[src/rtl/ccu_pkg.sv]
package ccu_pkg;

    localparam int MODE_W = 8;

    // mode word field positions
    localparam int MB_RISE  = 0;
    localparam int MB_FALL  = 1;
    localparam int MB_CMP   = 2;
    localparam int MB_MATCH = 3;
    localparam int MB_TOG   = 4;
    localparam int MB_PWM   = 5;
    localparam int MB_WIDE  = 6;
    localparam int MB_IRQEN = 7;

    typedef enum logic [3:0] {
        CH_IDLE,
        CH_CAP_RISE,
        CH_CAP_FALL,
        CH_CAP_ANY,
        CH_TIMER,
        CH_TOGGLE,
        CH_FREQ,
        CH_PWM_NARROW,
        CH_PWM_WIDE
    } chmode_t;

    function automatic chmode_t decode_mode(input logic [MODE_W-1:0] w);
        chmode_t m;
        logic    any_cap;
        any_cap = w[MB_RISE] | w[MB_FALL];
        m = CH_IDLE;
        if (any_cap && !w[MB_CMP] && !w[MB_MATCH] && !w[MB_TOG] && !w[MB_PWM]) begin
            if (w[MB_RISE] && w[MB_FALL])
                m = CH_CAP_ANY;
            else if (w[MB_RISE])
                m = CH_CAP_RISE;
            else
                m = CH_CAP_FALL;
        end else if (!any_cap && w[MB_CMP] && w[MB_MATCH] && !w[MB_PWM]) begin
            m = w[MB_TOG] ? CH_TOGGLE : CH_TIMER;
        end else if (!any_cap && w[MB_CMP] && w[MB_PWM] && !w[MB_MATCH]) begin
            if (w[MB_TOG])
                m = CH_FREQ;
            else
                m = w[MB_WIDE] ? CH_PWM_WIDE : CH_PWM_NARROW;
        end
        return m;
    endfunction

endpackage

[src/rtl/ccu_insync.sv]
module ccu_insync #(
    parameter int SYNC_STAGES = 2
) (
    input  logic clk,
    input  logic rst_n,
    input  logic pin_in,
    output logic rise,
    output logic fall
);
    logic [SYNC_STAGES-1:0] sync_sh;
    logic                   synced;
    logic                   hist_q;
    logic                   level_q;
    logic                   steady;

    generate
        if (SYNC_STAGES == 1) begin : g_one
            always_ff @(posedge clk or negedge rst_n) begin
                if (!rst_n) sync_sh <= '0;
                else        sync_sh <= pin_in;
            end
        end else begin : g_many
            always_ff @(posedge clk or negedge rst_n) begin
                if (!rst_n) sync_sh <= '0;
                else        sync_sh <= {sync_sh[SYNC_STAGES-2:0], pin_in};
            end
        end
    endgenerate

    assign synced = sync_sh[SYNC_STAGES-1];
    assign steady = (synced == hist_q);

    always_ff @(posedge clk or negedge rst_n) begin
        if (!rst_n) begin
            hist_q  <= 1'b0;
            level_q <= 1'b0;
        end else begin
            hist_q <= synced;
            if (steady)
                level_q <= synced;
        end
    end

    assign rise = steady &  synced & ~level_q;
    assign fall = steady & ~synced &  level_q;

endmodule

[src/rtl/ccu_mode_fsm.sv]
module ccu_mode_fsm
    import ccu_pkg::*;
(
    input  logic              clk,
    input  logic              rst_n,
    input  logic              mode_we,
    input  logic [MODE_W-1:0] mode_wdata,
    output chmode_t           mode_q,
    output logic              irq_en,
    output logic              cap_on_rise,
    output logic              cap_on_fall,
    output logic              match_flags
);
    chmode_t mode_d;
    logic    irq_en_d;

    always_comb begin
        mode_d   = mode_q;
        irq_en_d = irq_en;
        if (mode_we) begin
            mode_d   = decode_mode(mode_wdata);
            irq_en_d = mode_wdata[MB_IRQEN];
        end
    end

    always_ff @(posedge clk or negedge rst_n) begin
        if (!rst_n) begin
            mode_q <= CH_IDLE;
            irq_en <= 1'b0;
        end else begin
            mode_q <= mode_d;
            irq_en <= irq_en_d;
        end
    end

    always_comb begin
        cap_on_rise = 1'b0;
        cap_on_fall = 1'b0;
        match_flags = 1'b0;
        unique case (mode_q)
            CH_CAP_RISE:   cap_on_rise = 1'b1;
            CH_CAP_FALL:   cap_on_fall = 1'b1;
            CH_CAP_ANY: begin
                cap_on_rise = 1'b1;
                cap_on_fall = 1'b1;
            end
            CH_TIMER,
            CH_TOGGLE:     match_flags = 1'b1;
            CH_IDLE,
            CH_FREQ,
            CH_PWM_NARROW,
            CH_PWM_WIDE:   ;
            default:       ;
        endcase
    end

endmodule

[src/rtl/ccu_out_gen.sv]
module ccu_out_gen
    import ccu_pkg::*;
#(
    parameter int CNT_W = 16
) (
    input  logic             clk,
    input  logic             rst_n,
    input  chmode_t          mode_q,
    input  logic             hit_full,
    input  logic             hit_low,
    input  logic [CNT_W-1:0] count_in,
    input  logic [CNT_W-1:0] ccreg,
    output logic             pin_out
);
    localparam int LO_W = CNT_W / 2;

    logic pin_d;

    always_comb begin
        pin_d = pin_out;
        unique case (mode_q)
            CH_TOGGLE:     if (hit_full) pin_d = ~pin_out;
            CH_FREQ:       if (hit_low)  pin_d = ~pin_out;
            CH_PWM_NARROW: pin_d = !(count_in[LO_W-1:0] < ccreg[LO_W-1:0]);
            CH_PWM_WIDE:   pin_d = !(count_in < ccreg);
            CH_IDLE,
            CH_CAP_RISE,
            CH_CAP_FALL,
            CH_CAP_ANY,
            CH_TIMER:      ;
            default:       ;
        endcase
    end

    always_ff @(posedge clk or negedge rst_n) begin
        if (!rst_n) pin_out <= 1'b0;
        else        pin_out <= pin_d;
    end

endmodule

[src/rtl/ccu_channel.sv]
module ccu_channel
    import ccu_pkg::*;
#(
    parameter int CNT_W       = 16,
    parameter int SYNC_STAGES = 2
) (
    input  logic             clk,
    input  logic             rst_n,
    input  logic [CNT_W-1:0] count_in,
    input  logic             pin_in,
    input  logic             mode_we,
    input  logic [7:0]       mode_wdata,
    input  logic             reg_we,
    input  logic [CNT_W-1:0] reg_wdata,
    input  logic             flag_clr,
    output logic             pin_out,
    output logic [CNT_W-1:0] ccreg,
    output logic             flag,
    output logic             irq
);
    localparam int LO_W = CNT_W / 2;

    chmode_t mode_q;
    logic    irq_en, cap_on_rise, cap_on_fall, match_flags;
    logic    rise, fall, capture, hit_full, hit_low, reload, flag_set;
    logic [LO_W-1:0] next_lo;

    ccu_insync #(.SYNC_STAGES(SYNC_STAGES)) u_sync (
        .clk    (clk),
        .rst_n  (rst_n),
        .pin_in (pin_in),
        .rise   (rise),
        .fall   (fall)
    );

    ccu_mode_fsm u_fsm (
        .clk         (clk),
        .rst_n       (rst_n),
        .mode_we     (mode_we),
        .mode_wdata  (mode_wdata),
        .mode_q      (mode_q),
        .irq_en      (irq_en),
        .cap_on_rise (cap_on_rise),
        .cap_on_fall (cap_on_fall),
        .match_flags (match_flags)
    );

    assign hit_full = (count_in == ccreg);
    assign hit_low  = (count_in[LO_W-1:0] == ccreg[LO_W-1:0]);
    assign capture  = (cap_on_rise & rise) | (cap_on_fall & fall);
    assign reload   = (mode_q == CH_FREQ) & hit_low;
    assign next_lo  = ccreg[LO_W-1:0] + ccreg[CNT_W-1:LO_W];
    assign flag_set = capture | (match_flags & hit_full);

    ccu_out_gen #(.CNT_W(CNT_W)) u_out (
        .clk      (clk),
        .rst_n    (rst_n),
        .mode_q   (mode_q),
        .hit_full (hit_full),
        .hit_low  (hit_low),
        .count_in (count_in),
        .ccreg    (ccreg),
        .pin_out  (pin_out)
    );

    always_ff @(posedge clk or negedge rst_n) begin
        if (!rst_n) begin
            ccreg <= '0;
        end else if (reg_we) begin
            ccreg <= reg_wdata;
        end else if (capture) begin
            ccreg <= count_in;
        end else if (reload) begin
            ccreg[LO_W-1:0] <= next_lo;
        end
    end

    always_ff @(posedge clk or negedge rst_n) begin
        if (!rst_n)        flag <= 1'b0;
        else if (flag_set) flag <= 1'b1;
        else if (flag_clr) flag <= 1'b0;
    end

    assign irq = flag & irq_en;

endmodule

[config.mk]
export PLATFORM = sky130hd
export DESIGN_NAME = ccu_channel
export DESIGN_NICKNAME = d
export VERILOG_FILES = /design/src/rtl/ccu_pkg.sv /design/src/rtl/ccu_insync.sv /design/src/rtl/ccu_mode_fsm.sv /design/src/rtl/ccu_out_gen.sv /design/src/rtl/ccu_channel.sv
export SDC_FILE = /design/constraint.sdc
export NUM_CORES = 1
export LEC_CHECK = 0
export CORE_AREA = 2 2 62 78
export CTS_CLUSTER_DIAMETER = 60
export DETAILED_ROUTE_END_ITERATION = 10
export DIE_AREA = 0 0 64 80
export GPL_ROUTABILITY_DRIVEN = 0
export PLACE_DENSITY = 0.88
export SLEW_MARGIN = 20
export SYNTH_ARGS = -nofsm -noshare
export SYNTH_HDL_FRONTEND = slang
export SYNTH_SLANG_ARGS = --single-unit
export TNS_END_PERCENT = 1
[constraint.sdc]
create_clock -name clk -period 3.94 [get_ports clk]
set_input_delay 0.394 -clock clk [delete_from_list [all_inputs] [get_ports clk]]
set_output_delay 0.394 -clock clk [all_outputs]
set_load 0.05 [all_outputs]
==> metrics.cfg <==
[logic_synthesis]
synth_area_um2=2110
ys_types=48
yosysSeqAreaShare_pct=32.0
ys_seq_elements=27
synth_flop_cell=dfrtp_1
ys_warn_count=0
ys_top_cells_by_count=nand2_1, dfrtp_1, a21oi_1, inv_1
synthesis.nets=328
synth_edf_count=0
avgSynthCellArea_um2=8.24
synth_cells=256
synth_top_cell_by_area=dfrtp_1
synth_top_cell_area_share_pct=32.0
synthArstFlopShare_pct=100
ys_top_cells_by_area=dfrtp_1, ha_1, a21oi_1, nand2_1, inv_1
yosysMostFrequentCell=nand2_1

[clock_network]
cts.path.max_buffers=2
cts_made_buffers=3
clk_pin_slew_worst_paths_ns=0.09
ctsHtreeMaxLevel=1
post_cts_buffers=0
root_buffer=clkbuf_8
cts_tree=built
insertion_delay_ns=0.28
post_cts_resized=0
cts.sinks=27
cts_hold_buf=0

[floorplan]
row_count=27
die_y_um=80
start_util_pct=48.4
die_width_um=64
dieArea_um2=5120
ioPinCount=65
design.core.area_um2=4360

[power]
intPower_mw=0.623
max-vdd-ir-drop_mv=0.154
p_total_mw=1.07
p_per_area_nw_per_um2=378
p_leak_nw=1.25
netSwitchingFraction_pct=41.9
p_sw_mw=0.448
combPwrFrac_pct=51.6
pwr-share-clk_pct=15.0
seqPwrFrac_pct=33.4

[grt]
grt_max_degree=30
antenna_found_initial=0
gr-total-overflow=0
grt_pass1_vias=2084
grt_pass1_wl_um=8630
track_usage_pct=21.4

[layout]
fillers=367
syn_to_final_growth_pct=34.2
diodes=0
fin_cells=375
seqCellArea_um2=676
layout.nets=390
final_area_um2=2830
multiInputGateArea_um2=1280
drive_gt1_share_pct=4.42

[sta]
relSlewSlack_pct=27.4
fmax_mhz=363
fin_setup_tns_ns=0
finalWorstSetupSlack_ns=1.18
slew_violations=0
hold_viol=0
period_share_pct=69.9
skew_ns=0.00370
worst_pin_slew_ns=1.08
fin_crit_ns=2.76
finalSetupViolCount=0
rsz0062_at_grt=no

[drt]
avgViaCountPerCell=5.48
post_drt_wl_per_cell_um=13.8
drtIter0Drc=95
dr.pass1.iters=4
num_vias=2055
ant_nets=0
finalWirelength_um=5160
drc_errors=0

[placed_design]
dpl.hpwl_um=4140
io_buffer_count=64
post-place-ws_ns=0.905
placed_cells=371
place_area_um2=2790

[worst_setup_path]
worstSetupPathType=primary input to register
reg2reg_from=ccreg[7]$_DFFE_PN0P_
worstSetupEndpointType=register
reg2regPathDepth=7
start_kind=primary input
path_max_fanout=11
r2r_end=ccreg[2]$_DFFE_PN0P_
timing.critical_path.arrival_ns=2.93
reg2reg_slack_ns=1.22
worstPathRequired_ns=4.11

[hold_path]
hold_depth=0
hp-class=register to register
hold_start=u_sync.sync_sh[0]$_DFF_PN0_
hold_end=u_sync.sync_sh[1]$_DFF_PN0_

[job]
max_cap_violations=0

[run_status]
status=complete, no violations

worst max path at each step:
stage / from / endpoint / slack (ns) / cells after the start
global placement: count_in[0] / ccreg[2]$_DFFE_PN0P_ / 0.98 / 8
CTS: count_in[0] / ccreg[2]$_DFFE_PN0P_ / 1.20 / 8
finish: count_in[0] / ccreg[2]$_DFFE_PN0P_ / 1.18 / 8
global route: count_in[0] / ccreg[2]$_DFFE_PN0P_ / 1.08 / 8
detailed placement: count_in[0] / ccreg[2]$_DFFE_PN0P_ / 0.91 / 8
floorplan: ccreg[0]$_DFFE_PN0P_ / ccreg[6]$_DFFE_PN0P_ / 1.59 / 8
flip-flops by register name (all words and copies together), names as in the netlist:
name / cells
flag: 1
u_out.pin_out: 1
u_sync.hist_q: 1
ccreg: 16
u_sync.level_q: 1
u_sync.sync_sh: 2
u_fsm.irq_en: 1
u_fsm.mode_q: 4
layout make-up:
cell class / count / share of cell area (%)
clock buffer: 4 / 1.59
inverter: 26 / 3.45
multi-input combinational: 193 / 45.1
sequential: 27 / 23.9
tap: 58 / 2.56
timing repair buffer: 67 / 23.4
per-stage QoR:
step	hold slack (ns)	util (%)
after floorplan	0.0984	-
after global placement	0.334	63.9
after detailed placement	0.338	63.9
after CTS	0.359	64.9
after global routing	0.379	64.9
final	0.357	64.9
layout by cell type, fill, tap and decap left out, types with 2 or more instances in the layout:
cell             Yosys  layout
a211oi_1             3       3
a21o_1               4       4
a21oi_1             26      26
a31oi_1              2       2
buf_4                3       3
clkbuf_8             0       3
clkdlybuf4s50_1      0      64
dfrtp_1             27      27
ha_1                25      25
inv_1               26      26
mux2_2               3       3
mux2i_1              2       2
nand2_1             29      29
nand3_1              6       6
nand4_1              8       8
nor2_1              25      25
nor2b_1              3       3
nor3_1               4       4
nor4_1               2       2
o211a_1              2       2
o211ai_1             2       2
o21ai_0             16      16
o21ai_1              3       3
o22ai_1              2       2
o31ai_1              3       3
xnor2_1              3       3
critical path, cell delays in order:
cell and delay, ns:
clkdlybuf4s50_1 0.49, inv_1 0.05, ha_1 0.29, nand4_1 0.09, nor2_1 0.08, and4b_1 0.27
nor3_1 0.84, mux2_2 0.42
cell families after synthesis:
group                      after synthesis  share of synthesized area (%)
buffers and inverters                   36                           7.77
and+or+nand+nor                         85                           18.6
AOI/OAI and AO/OA                       73                           21.6
adders and majority gates               26                           15.8
muxes                                    5                           2.55
DFF                                     27                           32.0
xor gates and xnor gates                 4                           1.66
power by group through the flow:
stage,registers (mW),logic [mW],clock network (mW)
2_1_floorplan,0.466,0.260,0
3_3_place_gp,0.361,0.537,0
3_5_place_dp,0.363,0.552,0
4_1_cts,0.357,0.554,0.164
5_1_grt,0.365,0.603,0.177
6_report,0.358,0.552,0.161
layer usage:
metal  track usage [%]  wire length (µm)
met1              23.8              2110
met2              40.0              2680
met3              3.10               277
met4              8.91               105
met5                 0                 0
(Power assumes the default switching activity.)
